===== config.mk =====
export PLATFORM = sky130hd
export DESIGN_NAME = dma_xfer_engine
export DESIGN_NICKNAME = d
export VERILOG_FILES = /design/src/rtl/dma_pkg.sv /design/src/rtl/dma_cfg_check.sv /design/src/rtl/dma_beat_plan.sv /design/src/rtl/dma_xfer_engine.sv
export SDC_FILE = /design/constraint.sdc
export NUM_CORES = 1
export LEC_CHECK = 0
export BUFFER_PORTS_ARGS = -buffer_cell sky130_fd_sc_hd__buf_2
export CORE_MARGIN = 8
export CORE_UTILIZATION = 45
export DETAILED_ROUTE_END_ITERATION = 10
export SLEW_MARGIN = 20
export SYNTH_ARGS = -nofsm -noshare
export SYNTH_HDL_FRONTEND = slang
export SYNTH_SLANG_ARGS = --single-unit

===== constraint.sdc =====
create_clock -name clk -period 5.6 [get_ports clk]
set_clock_uncertainty 0.05 [all_clocks]
set_input_delay 0.28 -clock clk [delete_from_list [all_inputs] [get_ports clk]]
set_output_delay 0.28 -clock clk [all_outputs]
set_load 0.01 [all_outputs]

===== src/rtl/dma_pkg.sv =====
package dma_pkg;
  localparam int WORD_W = 32;
  localparam int CNT_W  = 9;
  localparam int STEP_W = 16;

  typedef enum logic [2:0] {
    ST_IDLE, ST_RD, ST_WR, ST_FETCH, ST_SGCHK
  } dma_state_t;

  // Beat size in bytes for a size code; 0 marks an unsupported code.
  function automatic logic [5:0] beat_bytes(input logic [2:0] code);
    case (code)
      3'd0:    return 6'd1;
      3'd1:    return 6'd2;
      3'd2:    return 6'd4;
      3'd4:    return 6'd16;
      3'd5:    return 6'd32;
      default: return 6'd0;
    endcase
  endfunction
endpackage


===== src/rtl/dma_cfg_check.sv =====
module dma_cfg_check
  import dma_pkg::*;
(
  input  logic [2:0]        ssize,
  input  logic [2:0]        dsize,
  input  logic [WORD_W-1:0] saddr,
  input  logic [WORD_W-1:0] daddr,
  input  logic [STEP_W-1:0] soff,
  input  logic [STEP_W-1:0] doff,
  input  logic [WORD_W-1:0] nbytes,
  input  logic [CNT_W-1:0]  citer,
  input  logic [CNT_W-1:0]  biter,
  input  logic              chain_en,
  input  logic [WORD_W-1:0] next_addr,
  output logic              err_off,
  output logic              err_cnt
);
  logic [5:0] bb;
  logic       size_bad;
  logic [4:0] mask;

  always_comb begin
    bb       = beat_bytes(ssize);
    size_bad = (bb == 6'd0) || (ssize != dsize);
    mask     = size_bad ? 5'd0 : 5'(bb - 6'd1);
    err_off  = size_bad
             || |(saddr[4:0] & mask) || |(daddr[4:0] & mask)
             || |(soff[4:0] & mask)  || |(doff[4:0] & mask)
             || (chain_en && |next_addr[1:0]);
    err_cnt  = (nbytes == '0) || |(nbytes[4:0] & mask)
             || (biter == '0) || (citer != biter);
  end
endmodule


===== src/rtl/dma_beat_plan.sv =====
module dma_beat_plan (
  input  logic [2:0] code,
  output logic [1:0] csize,
  output logic [2:0] last_chunk
);
  always_comb begin
    case (code)
      3'd0:    begin csize = 2'd0; last_chunk = 3'd0; end
      3'd1:    begin csize = 2'd1; last_chunk = 3'd0; end
      3'd4:    begin csize = 2'd2; last_chunk = 3'd3; end
      3'd5:    begin csize = 2'd2; last_chunk = 3'd7; end
      default: begin csize = 2'd2; last_chunk = 3'd0; end
    endcase
  end
endmodule


===== src/rtl/dma_xfer_engine.sv =====
module dma_xfer_engine
  import dma_pkg::*;
#(
  parameter int CHAN_W  = 6,
  parameter int CHAN_ID = 0
) (
  input  logic              clk,
  input  logic              rst,
  input  logic              desc_we,
  input  logic [2:0]        desc_idx,
  input  logic [WORD_W-1:0] desc_wdata,
  input  logic              start,
  output logic              mem_req,
  output logic              mem_we,
  output logic [WORD_W-1:0] mem_addr,
  output logic [1:0]        mem_size,
  output logic [WORD_W-1:0] mem_wdata,
  input  logic [WORD_W-1:0] mem_rdata,
  input  logic              mem_ack,
  input  logic              mem_err,
  output logic              active,
  output logic              done,
  output logic              irq_major,
  output logic              irq_half,
  output logic              err_valid,
  output logic              err_src_bus,
  output logic              err_dst_bus,
  output logic              err_off_cfg,
  output logic              err_cnt_cfg,
  output logic [CHAN_W-1:0] err_chan
);
  localparam logic [CHAN_W-1:0] CID = CHAN_W'(CHAN_ID);

  dma_state_t        state;
  logic [WORD_W-1:0] saddr, daddr, nbytes, slast, dlast, left, hold, fbase;
  logic [STEP_W-1:0] soff, doff;
  logic [2:0]        ssize, dsize, chunk, fidx;
  logic [CNT_W-1:0]  citer, biter;
  logic              chain_en, ih_en, im_en, go_bit;

  logic              cfg_off, cfg_cnt;
  logic [1:0]        csize;
  logic [2:0]        last_chunk;
  logic [5:0]        bb;
  logic              fld_wr, fetch_hit, minor_end;
  logic [2:0]        wr_idx;
  logic [WORD_W-1:0] wr_data, soff_x, doff_x;

  dma_cfg_check u_cfg (
    .ssize(ssize), .dsize(dsize), .saddr(saddr), .daddr(daddr),
    .soff(soff), .doff(doff), .nbytes(nbytes), .citer(citer), .biter(biter),
    .chain_en(chain_en), .next_addr(dlast),
    .err_off(cfg_off), .err_cnt(cfg_cnt)
  );

  dma_beat_plan u_plan (.code(ssize), .csize(csize), .last_chunk(last_chunk));

  always_comb begin
    bb        = beat_bytes(ssize);
    soff_x    = {{(WORD_W-STEP_W){soff[STEP_W-1]}}, soff};
    doff_x    = {{(WORD_W-STEP_W){doff[STEP_W-1]}}, doff};
    minor_end = (left == WORD_W'(bb));
    fetch_hit = (state == ST_FETCH) && mem_ack && !mem_err;
    fld_wr    = fetch_hit || ((state == ST_IDLE) && desc_we);
    wr_idx    = fetch_hit ? fidx : desc_idx;
    wr_data   = fetch_hit ? mem_rdata : desc_wdata;
    mem_req   = (state == ST_RD) || (state == ST_WR) || (state == ST_FETCH);
    mem_we    = (state == ST_WR);
    mem_size  = (state == ST_FETCH) ? 2'd2 : csize;
    mem_wdata = hold;
    case (state)
      ST_RD:    mem_addr = saddr + (WORD_W'(chunk) << 2);
      ST_WR:    mem_addr = daddr + (WORD_W'(chunk) << 2);
      ST_FETCH: mem_addr = fbase + (WORD_W'(fidx) << 2);
      default:  mem_addr = '0;
    endcase
  end

  always_ff @(posedge clk) begin
    if (rst) begin
      state <= ST_IDLE;
      saddr <= '0; daddr <= '0; nbytes <= '0; slast <= '0; dlast <= '0;
      left <= '0; hold <= '0; fbase <= '0; soff <= '0; doff <= '0;
      ssize <= '0; dsize <= '0; chunk <= '0; fidx <= '0;
      citer <= '0; biter <= '0;
      chain_en <= 1'b0; ih_en <= 1'b0; im_en <= 1'b0; go_bit <= 1'b0;
      active <= 1'b0; done <= 1'b0; irq_major <= 1'b0; irq_half <= 1'b0;
      err_valid <= 1'b0; err_src_bus <= 1'b0; err_dst_bus <= 1'b0;
      err_off_cfg <= 1'b0; err_cnt_cfg <= 1'b0; err_chan <= '0;
    end else begin
      if (fld_wr) begin
        case (wr_idx)
          3'd0: saddr <= wr_data;
          3'd1: begin ssize <= wr_data[26:24]; dsize <= wr_data[18:16]; soff <= wr_data[15:0]; end
          3'd2: nbytes <= wr_data;
          3'd3: slast <= wr_data;
          3'd4: daddr <= wr_data;
          3'd5: begin citer <= wr_data[24:16]; doff <= wr_data[15:0]; end
          3'd6: dlast <= wr_data;
          default: begin
            biter <= wr_data[24:16]; chain_en <= wr_data[4];
            ih_en <= wr_data[2]; im_en <= wr_data[1]; go_bit <= wr_data[0];
          end
        endcase
      end
      case (state)
        ST_IDLE: if (start) begin
          done <= 1'b0; irq_major <= 1'b0; irq_half <= 1'b0;
          err_src_bus <= 1'b0; err_dst_bus <= 1'b0;
          err_off_cfg <= cfg_off; err_cnt_cfg <= cfg_cnt;
          err_valid <= cfg_off || cfg_cnt;
          err_chan <= (cfg_off || cfg_cnt) ? CID : '0;
          if (!(cfg_off || cfg_cnt)) begin
            active <= 1'b1; left <= nbytes; chunk <= '0; state <= ST_RD;
          end
        end
        ST_RD: if (mem_err) begin
          err_valid <= 1'b1; err_src_bus <= 1'b1; err_chan <= CID;
          active <= 1'b0; chunk <= '0; state <= ST_IDLE;
        end else if (mem_ack) begin
          hold <= mem_rdata; state <= ST_WR;
        end
        ST_WR: if (mem_err) begin
          err_valid <= 1'b1; err_dst_bus <= 1'b1; err_chan <= CID;
          active <= 1'b0; chunk <= '0; state <= ST_IDLE;
        end else if (mem_ack) begin
          if (chunk != last_chunk) begin
            chunk <= chunk + 3'd1; state <= ST_RD;
          end else begin
            chunk <= '0;
            if (!minor_end) begin
              saddr <= saddr + soff_x; daddr <= daddr + doff_x;
              left <= left - WORD_W'(bb); state <= ST_RD;
            end else if (citer != CNT_W'(1)) begin
              saddr <= saddr + soff_x; daddr <= daddr + doff_x;
              citer <= citer - CNT_W'(1); left <= nbytes; state <= ST_RD;
              if (ih_en && ((citer - CNT_W'(1)) == (biter >> 1))) irq_half <= 1'b1;
            end else begin
              saddr <= saddr + slast;
              if (!chain_en) daddr <= daddr + dlast;
              citer <= biter; done <= 1'b1;
              if (im_en) irq_major <= 1'b1;
              if (chain_en) begin
                fbase <= dlast; fidx <= '0; state <= ST_FETCH;
              end else begin
                active <= 1'b0; state <= ST_IDLE;
              end
            end
          end
        end
        ST_FETCH: if (mem_err) begin
          err_valid <= 1'b1; err_src_bus <= 1'b1; err_chan <= CID;
          active <= 1'b0; state <= ST_IDLE;
        end else if (mem_ack) begin
          if (fidx == 3'd7) state <= ST_SGCHK;
          else fidx <= fidx + 3'd1;
        end
        ST_SGCHK: if (!go_bit) begin
          active <= 1'b0; state <= ST_IDLE;
        end else if (cfg_off || cfg_cnt) begin
          err_valid <= 1'b1; err_off_cfg <= cfg_off; err_cnt_cfg <= cfg_cnt;
          err_chan <= CID; active <= 1'b0; state <= ST_IDLE;
        end else begin
          done <= 1'b0; left <= nbytes; chunk <= '0; state <= ST_RD;
        end
        default: state <= ST_IDLE;
      endcase
    end
  end
endmodule


==> metrics.csv <==
stage,metric,value,unit
pwr,power_density,248,nW/um^2
detailed_routing,route.detailed.drc,0,
clock_network,cts_max_level,2,
floorplanning,die_area,58400,sq um
sta,worstMarginPinSlew,1.09,ns
logic_synthesis,avgSynthCellArea,7.64,sq um
detailed_routing,vias_per_cell,6.11,
worst_setup_path,r2r_end,left[27]$_SDFFE_PP0P_,
placement,io_buffer_count,149,
worst_setup_path,crit_end,mem_addr[18],
clock_network,cts_setup_buffers,0,
clock_network,numCtsBuffers,41,
grt,grt_first_pass_wirelength,131000,um
logic_synthesis,synthArstFlopShare,0,
grt,grt_start_max_net_pins,150,
worst_setup_path,r2r_cells,12,
logic_synthesis,synthDistinctLibCells,87,
grt,antenna_found_initial,5,
logic_synthesis,ys_warn_count,0,
worst_setup_path,required,5.27,ns
clock_network,clk_latency,0.58,ns
placement,placed_area,24500,sq um
worst_setup_path,end_kind,output port,
clock_network,path_clk_slew,0.05,ns
grt,grt-ovfl-total,0,
placement,place_congestion,0.943,
grt,grt_pass1_vias,22200,
floorplanning,pin_count,156,
final_layout,layout_common_cells,"383 x nor2_1, 334 x dfxtp_1, 331 x nand2_1",
sta,period_minus_slack,4.95,ns
detailed_routing,dr.first_iter.drc_count,2290,
sta,setup_violations,0,
pwr,power.total,6.53,mW
final_layout,seqCellArea,6690,sq um
detailed_routing,ant_nets,0,
logic_synthesis,ys_seq_elements,334,
detailed_routing,drt_wl_total,86800,um
clock_network,cts-resized-gates,0,
floorplanning,die_w,242,um
job,max-cap-violations,0,
detailed_routing,dr_total_vias,23400,
worst_setup_path,arrival,4.62,ns
logic_synthesis,netlist_area,22900,sq um
sta,rsz0062_at_grt,no,
floorplanning,die_h,242,um
placement,place_hpwl,64100,um
placement,dpl.cell_count,3720,
clock_network,clk_path_buf_depth,3,
clock_network,cts.sinks,334,
logic_synthesis,synth_edf_count,0,
floorplanning,core_area,50200,sq um
final_layout,finalCoreUtilization,0.525,
final_layout,stdcell_area,26300,sq um
final_layout,synthToLayoutAreaGrowth,14.9,%
sta,max_freq,0.202,GHz
sta,timing.final.max_slew_violations,0,
final_layout,fillers,4812,
worst_setup_path,r2r-start,ssize[2]$_SDFFE_PP0P_,
worst_setup_path,crit_path_start,state[0]$_SDFFE_PP0P_,
sta,setup_tns,0,ns
worst_setup_path,regToRegSetupSlack,1.22,ns
final_layout,final_common_cell,nor2_1,
final_layout,nets,3346,
worst_hold_path,hp-class,input pin to register,
detailed_routing,drt_pre_antenna_iters,6,
logic_synthesis,yosysSeqAreaShare,0.292,
final_layout,multiInputGateArea,15400,sq um
pwr,vdd_drop_max,207,uV
logic_synthesis,synthCells,2998,
floorplanning,start_util,0.457,
sta,relSlewSlack,0.272,
run_status,status,finished clean,
final_layout,final_cells,3833,
grt,gr-usage-all-layers,0.280,
clock_network,root_buffer,clkbuf_16,
logic_synthesis,synth_ff_type,dfxtp_1,
worst_setup_path,critPathMaxFanout,37,
final_layout,drive_above_1_share,0.108,
sta,finalCritPeriodShare,0.884,
clock_network,ctsHoldBuffers,32,
pwr,leakage,10.9,nW
detailed_routing,wl_per_cell,22.6,um
floorplanning,num_rows,82,
clock_network,cts_tree,yes,
sta,finalHoldViolations,0,
worst_setup_path,worstSetupPathType,register to output port,
worst_setup_path,critPathLaunchType,register,
==> how the worst min path moves through the flow <==
| stage | from | to | slack [ns] | depth (start not counted) |
|---|---|---|---|---|
| after floorplan | mem_rdata[0] | mem_wdata[0]$_SDFFE_PP0P_ | 0.37 | 2 |
| after global placement | fbase[2]$_SDFFE_PP0P_ | fbase[2]$_SDFFE_PP0P_ | 0.40 | 2 |
| after detailed placement | fbase[2]$_SDFFE_PP0P_ | fbase[2]$_SDFFE_PP0P_ | 0.41 | 2 |
| after CTS | mem_err | state[2]$_SDFFE_PP0P_ | 0.002 | 2 |
| after global routing | mem_err | state[2]$_SDFFE_PP0P_ | 0.05 | 2 |
| final | mem_err | state[2]$_SDFFE_PP0P_ | 0.04 | 2 |
==> critical path: stages, from the launching register on <==
cell and delay, ns:
dfxtp_1 0.29, buf_4 0.18, or3b_4 0.58, clkinv_4 0.16
buf_4 0.45, mux2i_1 0.27, or4_4 0.59, nor3_4 0.22
nand3_2 0.16, or3_4 0.43, nor2_2 0.11, a21oi_1 0.08
a21oi_1 0.15, nand3_1 0.09, o21ai_0 0.09, buf_2 0.14
==> state kept, by name, summed over array words and instances (netlist names), 3 cells and up <==
signal / cells
doff: 16
saddr: 32
mem_wdata: 32
dlast: 32
state: 3
fidx: 3
left: 32
dsize: 3
nbytes: 32
fbase: 32
biter: 9
slast: 32
ssize: 3
citer: 9
chunk: 3
soff: 16
daddr: 32
==> layout make-up <==
type	instances	area share
clock buffers	60	0.0459
repair buffers	254	0.0626
diodes	5	0.000475
inverters	65	0.00946
well taps	672	0.0319
multi-input cells	2428	0.585
flip-flops and latches	334	0.254
clock inverters	15	0.0110
==> cell usage after synthesis (8+ instances only) <==
cell type	count	area [sq um]
nor2_1	391	1470
a21o_1	56	420
clkbuf_1	154	578
a21oi_1	244	1220
nor2b_1	23	144
ha_1	142	1780
nand3_1	67	335
o21bai_1	22	165
inv_1	64	240
or3_1	12	75.1
and3_1	26	163
o21a_1	13	97.6
a211oi_1	205	1540
nand2b_1	20	125
nor3_1	44	220
a22oi_1	20	150
o31ai_1	17	128
xor2_1	83	727
buf_4	10	75.1
o211ai_1	42	315
nand4_1	20	125
nor4_1	34	213
a221oi_1	14	123
mux2i_1	91	911
a31oi_1	31	194
o22ai_1	38	238
and2_1	10	62.6
dfxtp_1	334	6690
o21ai_0	198	991
xnor2_1	100	876
buf_2	8	40.0
nand2_1	332	1250
==> report_power, final <==
group	internal, mW	switching (mW)	leakage, nW
clock	1.83	1.15	0.724
combinational	0.371	0.634	7.47
sequential	2.46	0.0980	2.71
total	4.65	1.88	10.9
==> cell families (layout without fill, tap and decap cells) <==
group | count (synthesis) | count (layout) | share of synthesized area
adder cells (fa/ha/maj) | 150 | 150 | 0.0841
AO/OA/AOI/OAI | 966 | 966 | 0.270
XOR/XNOR | 183 | 183 | 0.0700
AND/OR/NAND/NOR | 1028 | 1028 | 0.201
multiplexers | 95 | 95 | 0.0417
other | 1 | 11 | 0.000164
buffers and inverters | 241 | 394 | 0.0418
flip-flops | 334 | 334 | 0.292
==> through the flow <==
step	setup WS [ns]	hold WS, ns
6_report	0.649	0.0383
5_1_grt	0.364	0.0540
3_3_place_gp	1.30	0.402
2_1_floorplan	1.03	0.374
4_1_cts	0.621	0.00217
3_5_place_dp	1.25	0.407
==> metal layers <==
layer  wire length (um)  part of all wire  track usage
met3               5660             0.065       0.0388
met5                  0                 0            0
met2              40900              0.47        0.473
met4               2890             0.033        0.101
met1              37300              0.43        0.361
Note: power is estimated with default switching activity, not from simulation.
